===== config.mk =====
export PLATFORM = sky130hd
export DESIGN_NAME = gpio_bank_top
export DESIGN_NICKNAME = d
export VERILOG_FILES = /design/src/rtl/gpio_bank_pkg.sv /design/src/rtl/gpio_bank_ctrl.sv /design/src/rtl/gpio_bank_dp.sv /design/src/rtl/gpio_bank_top.sv
export SDC_FILE = /design/constraint.sdc
export NUM_CORES = 1
export LEC_CHECK = 0
export BUFFER_PORTS_ARGS = -buffer_cell sky130_fd_sc_hd__buf_2
export CORE_MARGIN = 2
export CORE_UTILIZATION = 30
export CTS_BUF_LIST = sky130_fd_sc_hd__clkbuf_8
export DETAILED_ROUTE_END_ITERATION = 8
export PLACE_DENSITY = 0.51
export SLEW_MARGIN = 0
export SYNTH_ARGS = -nofsm -noshare
export SYNTH_HDL_FRONTEND = slang
export SYNTH_SLANG_ARGS = --single-unit

===== constraint.sdc =====
create_clock -name clk -period 2.82 [get_ports clk]
set_input_delay 0.141 -clock clk [delete_from_list [all_inputs] [get_ports clk]]
set_output_delay 0.141 -clock clk [all_outputs]
set_load 0.1 [all_outputs]

===== src/rtl/gpio_bank_pkg.sv =====
package gpio_bank_pkg;
  localparam int NUM_DEV = 3;
  localparam int NUM_PORTS = 2 * NUM_DEV;

  localparam logic [7:0] IDX_GLB_A = 8'h2C;
  localparam logic [7:0] IDX_GLB_B = 8'h29;
  localparam logic [7:0] IDX_ENABLE = 8'h30;
  localparam logic [4:0] IDX_PORT_HI = 5'b11100;
  localparam logic [1:0] FUNC_GPIO = 2'd2;

  typedef enum logic [2:0] {
    FLD_NONE, FLD_GLB_A, FLD_GLB_B, FLD_ENABLE, FLD_DIR, FLD_DATA, FLD_INV
  } regField_e;

  // strobes and selects handed from control to datapath
  typedef struct packed {
    logic      wr;
    regField_e field;
    logic [1:0] dev;
    logic [2:0] port;
  } regSel_t;

  function automatic int enableBitOf(int p);
    case (p)
      0: return 0;
      1: return 1;
      2: return 0;
      3: return 1;
      4: return 1;
      default: return 2;
    endcase
  endfunction

  function automatic int driveBitOf(int p);
    case (p)
      0: return 6;
      1: return 7;
      2: return 3;
      3: return 4;
      4: return 5;
      default: return 7;
    endcase
  endfunction
endpackage


===== src/rtl/gpio_bank_ctrl.sv =====
module gpio_bank_ctrl
  import gpio_bank_pkg::*;
#(
  parameter logic [7:0] DEV_LO  = 8'h09,
  parameter logic [7:0] DEV_MID = 8'h07,
  parameter logic [7:0] DEV_HI  = 8'h08
) (
  input  logic       regWrite,
  input  logic [7:0] regIndex,
  input  logic [7:0] devSel,
  output regSel_t    sel
);
  logic       devHit;
  logic [1:0] devNum;

  always_comb begin
    devHit = 1'b1;
    devNum = 2'd0;
    if (devSel == DEV_LO) devNum = 2'd0;
    else if (devSel == DEV_MID) devNum = 2'd1;
    else if (devSel == DEV_HI) devNum = 2'd2;
    else devHit = 1'b0;
  end

  always_comb begin
    sel       = '0;
    sel.field = FLD_NONE;
    sel.dev   = devNum;
    sel.port  = {devNum, regIndex[2]};
    if (regIndex == IDX_GLB_A) begin
      sel.field = FLD_GLB_A;
    end else if (regIndex == IDX_GLB_B) begin
      sel.field = FLD_GLB_B;
    end else if (devHit) begin
      if (regIndex == IDX_ENABLE) begin
        sel.field = FLD_ENABLE;
      end else if (regIndex[7:3] == IDX_PORT_HI) begin
        case (regIndex[1:0])
          2'd0: sel.field = FLD_DIR;
          2'd1: sel.field = FLD_DATA;
          2'd2: sel.field = FLD_INV;
          default: sel.field = FLD_NONE;
        endcase
      end
    end
    sel.wr = regWrite && (sel.field != FLD_NONE);
  end
endmodule


===== src/rtl/gpio_bank_dp.sv =====
module gpio_bank_dp
  import gpio_bank_pkg::*;
#(
  parameter int PORT_W = 8,
  parameter int LAST_PORT_PINS = 5,
  parameter int SYNC_STAGES = 2,
  localparam int PIN_W = NUM_PORTS * PORT_W
) (
  input  logic              clk,
  input  logic              rst_n,
  input  regSel_t           sel,
  input  logic [PORT_W-1:0] wrData,
  input  logic [PIN_W-1:0]  pinIn,
  output logic [PORT_W-1:0] rdData,
  output logic [PIN_W-1:0]  pinOut,
  output logic [PIN_W-1:0]  pinOe
);
  logic [PORT_W-1:0] glbA, glbB;
  logic [PORT_W-1:0] enReg   [NUM_DEV];
  logic [PORT_W-1:0] viewData[NUM_PORTS];
  logic [PORT_W-1:0] dirQ    [NUM_PORTS];
  logic [PORT_W-1:0] invQ    [NUM_PORTS];

  always_ff @(posedge clk) begin
    if (!rst_n) begin
      glbA <= '0;
      glbB <= '0;
      for (int d = 0; d < NUM_DEV; d++) enReg[d] <= '0;
    end else if (sel.wr) begin
      case (sel.field)
        FLD_GLB_A:  glbA <= wrData;
        FLD_GLB_B:  glbB <= wrData;
        FLD_ENABLE: enReg[sel.dev] <= wrData;
        default: ;
      endcase
    end
  end

  for (genvar p = 0; p < NUM_PORTS; p++) begin : g_port
    localparam int W = (p == NUM_PORTS - 1) ? LAST_PORT_PINS : PORT_W;
    localparam logic [PORT_W-1:0] MASK = PORT_W'((64'd1 << W) - 64'd1);
    localparam int EN_BIT = enableBitOf(p);
    localparam int DRV_BIT = driveBitOf(p);

    logic [PORT_W-1:0] dirR, dataR, invR, level, oeV, relMask;
    logic [PORT_W-1:0] syncR [SYNC_STAGES];
    logic portHit, portOn, pushPull;

    assign portHit = sel.wr && (sel.port == 3'(p));

    always_ff @(posedge clk) begin
      if (!rst_n) begin
        dirR  <= MASK;
        dataR <= '0;
        invR  <= '0;
        for (int s = 0; s < SYNC_STAGES; s++) syncR[s] <= '0;
      end else begin
        if (portHit && sel.field == FLD_DIR)  dirR  <= wrData & MASK;
        if (portHit && sel.field == FLD_DATA) dataR <= wrData & MASK;
        if (portHit && sel.field == FLD_INV)  invR  <= wrData & MASK;
        syncR[0] <= pinIn[p*PORT_W +: PORT_W] & MASK;
        for (int s = 1; s < SYNC_STAGES; s++) syncR[s] <= syncR[s-1];
      end
    end

    if (p == 0) begin : g_func
      assign portOn = enReg[p/2][EN_BIT] && (glbA[1:0] == FUNC_GPIO);
    end else begin : g_nofunc
      assign portOn = enReg[p/2][EN_BIT];
    end

    if (p < 2) begin : g_drvA
      assign pushPull = glbA[DRV_BIT];
    end else begin : g_drvB
      assign pushPull = glbB[DRV_BIT];
    end

    assign level   = dataR ^ invR;
    assign relMask = pushPull ? {PORT_W{1'b1}} : ~level;
    assign oeV     = {PORT_W{portOn}} & ~dirR & relMask & MASK;

    assign pinOe[p*PORT_W +: PORT_W]  = oeV;
    assign pinOut[p*PORT_W +: PORT_W] = oeV & level;

    assign viewData[p] = portOn ?
        ((dirR & (syncR[SYNC_STAGES-1] ^ invR)) | (~dirR & dataR)) : dataR;
    assign dirQ[p] = dirR;
    assign invQ[p] = invR;
  end

  always_comb begin
    case (sel.field)
      FLD_GLB_A:  rdData = glbA;
      FLD_GLB_B:  rdData = glbB;
      FLD_ENABLE: rdData = enReg[sel.dev];
      FLD_DIR:    rdData = dirQ[sel.port];
      FLD_DATA:   rdData = viewData[sel.port];
      FLD_INV:    rdData = invQ[sel.port];
      default:    rdData = '0;
    endcase
  end
endmodule


===== src/rtl/gpio_bank_top.sv =====
module gpio_bank_top
  import gpio_bank_pkg::*;
#(
  parameter logic [7:0] DEV_LO  = 8'h09,
  parameter logic [7:0] DEV_MID = 8'h07,
  parameter logic [7:0] DEV_HI  = 8'h08,
  parameter int PORT_W = 8,
  parameter int LAST_PORT_PINS = 5,
  parameter int SYNC_STAGES = 2,
  localparam int PIN_W = NUM_PORTS * PORT_W
) (
  input  logic              clk,
  input  logic              rst_n,
  input  logic              regWrite,
  input  logic [7:0]        regIndex,
  input  logic [7:0]        devSel,
  input  logic [PORT_W-1:0] regWdata,
  input  logic [PIN_W-1:0]  pinIn,
  output logic [PORT_W-1:0] regRdata,
  output logic [PIN_W-1:0]  pinOut,
  output logic [PIN_W-1:0]  pinOe
);
  regSel_t sel;

  gpio_bank_ctrl #(
    .DEV_LO(DEV_LO), .DEV_MID(DEV_MID), .DEV_HI(DEV_HI)
  ) u_ctrl (
    .regWrite(regWrite), .regIndex(regIndex), .devSel(devSel), .sel(sel)
  );

  gpio_bank_dp #(
    .PORT_W(PORT_W), .LAST_PORT_PINS(LAST_PORT_PINS), .SYNC_STAGES(SYNC_STAGES)
  ) u_dp (
    .clk(clk), .rst_n(rst_n), .sel(sel), .wrData(regWdata), .pinIn(pinIn),
    .rdData(regRdata), .pinOut(pinOut), .pinOe(pinOe)
  );
endmodule


==> impl_metrics.yaml <==
placed_design:
  place_congestion: 0.911
  portBuffers: 169
  dp_hpwl_mm: 34.1
  place_area_um2: 15200
  place_ws_ns: 0.102
hold_path:
  hold_depth: 3
  hp-class: "in -> reg"
  worstHoldEndpoint: "u_dp.g_port[4].dataR[7]"
  hp-start: "regWdata[7]"
detailed_routing:
  drc: 0
  via_count: 11700
  firstDrtPassIters: 5
  wl_mm: 48.0
  postRouteAntennaNets: 0
  drt-initial-drc-count: 912
  wl_per_cell_um: 21.1
  via_per_inst: 5.15
setup_path:
  criticalPathCategory: "reg -> out"
  path_buf_inv: 2
  reg2reg_slack_ns: 1.70
  reg2reg_from: "u_dp.glbB[4]"
  critical_path_required_ns: 2.68
  r2r-end: "u_dp.glbB[4]"
  critPathLaunchType: "register"
  cp-end-kind: "output pin"
  cpMaxStageDelayCell: "edfxtp_1"
  cp_top_family: "compound AO/OA/AOI/OAI gates"
  critPathMaxFanout: 6
  critPathMaxStageDelay_ns: 0.42
  reg2reg_depth: 2
  critPathArrivalTime_ns: 2.71
  crit_chain: "and3b_2 > buf_6 > a311o_1 > a22oi_2 > a211oi_2 > o211ai_1 > clkbuf_16"
grt:
  antenna_found_initial: 1
  grt_pass1_wl_mm: 70.9
  grt_pass1_vias: 11200
  grt_overflow_total: 0
  grt_max_degree: 111
  grt_usage_pct: 21.2
finish:
  fillCellCount: 4334
  n_antenna_cell: 0
  syn_to_final_growth_pct: 31.4
  design_area_um2: 17000
  fin_nets: 1777
  seq_area_um2: 5550
  drive_above_1_share_pct: 25.4
  multi_input_area_um2: 7720
power_and_ir_drop:
  switchingPower_mw: 2.06
  p_comb_share_pct: 7.8
  power.share.clock_pct: 44.4
  design_power_total_mw: 8.17
  ir_worst_vdd_mv: 0.285
  cellInternalPower_mw: 6.11
  cellLeakagePower_nw: 6.44
  cellPowerDensity_nw_per_um2: 481
  pwr-share-seq_pct: 47.9
  netSwitchingFraction_pct: 25.2
floorplanning:
  core.rowCount: 76
  dieHeight_um: 211
  die_w_um: 211
  core_area_um2: 42800
  io_pins: 179
  start_util_pct: 30.2
  die_area_um2: 44700
synthesis:
  syn_area_um2: 12900
  yosys.area.top_type: "dfxtp_1"
  syn_area_per_cell_um2: 8.75
  synthFlopType: "dfxtp_1"
  ys_ff_latch: 265
  seq_area_frac_synth_pct: 42.9
  ys_warn_count: 0
  yosys.cell_count.top_type: "dfxtp_1"
  synth.top_cells.by_area: "dfxtp_1 37%, nand2_1 6.1%, xnor2_1 6.1%, and2_1 5.7%, edfxtp_1 5.6%"
  synth_cells: 1476
  yosys-top-cells-count: "241 x dfxtp_1, 210 x nand2_1, 117 x and2_1, 90 x xnor2_1, 85 x clkbuf_1"
  synth_edf_count: 24
  yosys.area.top_type_share_pct: 37.4
  ys_types: 65
  synth-async-reset-ratio_pct: 0
sta:
  slew_violations: 0
  max_slew.worst_pin.slew_ns: 1.10
  finalSetupTns_ns: -0.0336
  skew_ns: 0.00755
  setup_ws_ns: -0.0336
  post-route-min-period_ns: 2.85
  hold_viol_final: 0
  rsz0062_at_grt: "true"
  slew_headroom_pct: 25.3
  timing.fmax_mhz: 350
  post-route-period-util_pct: 101
  setup-violations-final: 1
clock_network:
  clk_latency_ns: 0.62
  tritoncts: "built"
  clk_pin_slew_ns: 0.06
  clkSinkCount: 265
  cts_buffers: 47
  root_buffer: "clkbuf_8"
  htreeDepth: 2
  clockBufferDepth: 3
flow_run:
  max-cap-violations: 0
outcome:
  outcome: "finished with violations"
  violations: "negative setup slack"
-- final cells by class --
type,count,share of cell area (%)
timing repair buffer,283,12.1
clock inverter,22,0.752
tap,546,4.03
clock buffer,59,4.79
multi-input combinational,1099,45.5
sequential,265,32.7
inverter,6,0.133
-- metal layers --
| layer | vias up | track usage, % | routed length (µm) |
|---|---|---|---|
| met2 | 399 | 35.1 | 22600 |
| met5 | - | 0 | 9 |
| met3 | 90 | 3.75 | 2930 |
| met4 | 2 | 6.53 | 1360 |
| met1 | 5672 | 28.2 | 21100 |
| li1 | 5574 | - | - |
-- through the flow --
stage | hold WS, ns | instances | util, %
floorplan | 0.268 | 1481 | -
CTS | 0.0229 | 2280 | 39.5
global placement | 0.349 | 2135 | 35.5
global route | 0.0532 | 2280 | 39.7
finish | 0.0648 | 2280 | 39.7
detailed placement | 0.350 | 2135 | 35.5
-- registers in the layout, summed over array words and instances (netlist names) --
name and flops:
u_dp.g_port.syncR 90, u_dp.g_port.dataR 45, u_dp.g_port.dirR 45, u_dp.g_port.invR 45
u_dp.enReg 24, u_dp.glbA 8, u_dp.glbB 8
-- power by group through the flow --
stage	registers, mW	clock network [mW]	logic, mW
floorplan	3.97	0	0.351
CTS	3.91	3.73	0.628
detailed placement	4.00	0	0.531
global route	3.91	3.88	0.673
finish	3.91	3.62	0.635
global placement	4.00	0	0.529
-- placed cells by master (no fill, tap or decap), types with 44 or more instances in the layout --
cell / instances
nor2b_1: 44
nand2_1: 208
mux2i_1: 58
buf_2: 160
and2_1: 117
a21oi_1: 54
nand3_1: 56
buf_4: 52
xnor2_1: 90
dlygate4sd3_1: 53
a21boi_0: 63
clkbuf_8: 59
dfxtp_1: 234
nor2_1: 71
-- repair_timing --
item / 4_1_cts / 5_1_grt
hold endpoints to repair: 98 / 0
pin swaps: 12 / 8
endpoints found under the setup margin: 8 / 8
hold buffers: 53 / 0
buffers inserted: 11 / 0
gates resized for setup: 28 / 23
cloned: 1 / 0
-- cell families (layout without fill, tap and decap cells) --
family / after synthesis / after routing / share of synthesized area, %
compound gates: 280 / 280 / 15.3
xor+xnor: 90 / 90 / 6.10
buf+inv: 118 / 370 / 3.81
flops: 265 / 265 / 42.9
mux: 66 / 66 / 5.22
other cells: 1 / 6 / 0.0290
simple gates: 656 / 657 / 26.6
-- worst min-delay path, delay by kind of cell --
| family | cells | cell delay [ns] |
|---|---|---|
| AO/OA/AOI/OAI | 1 | 0.06 |
| AND/OR/NAND/NOR | 1 | 0.13 |
| buffers and inverters | 1 | 0.30 |
-- how the worst max path moves through the flow --
stage                          start  cells after the start     endpoint  slack [ns]
global route        u_dp.enReg[0][0]                      7  regRdata[7]       -0.08
CTS                 u_dp.enReg[0][0]                      7  regRdata[7]       -0.03
detailed placement         devSel[5]                      8  regRdata[7]        0.10
global placement         regIndex[7]                      7  regRdata[7]        0.10
finish              u_dp.enReg[0][0]                      7  regRdata[6]       -0.03
floorplan               u_dp.glbA[0]                      2    pinOut[0]       -0.82
(Power assumes the default switching activity.)
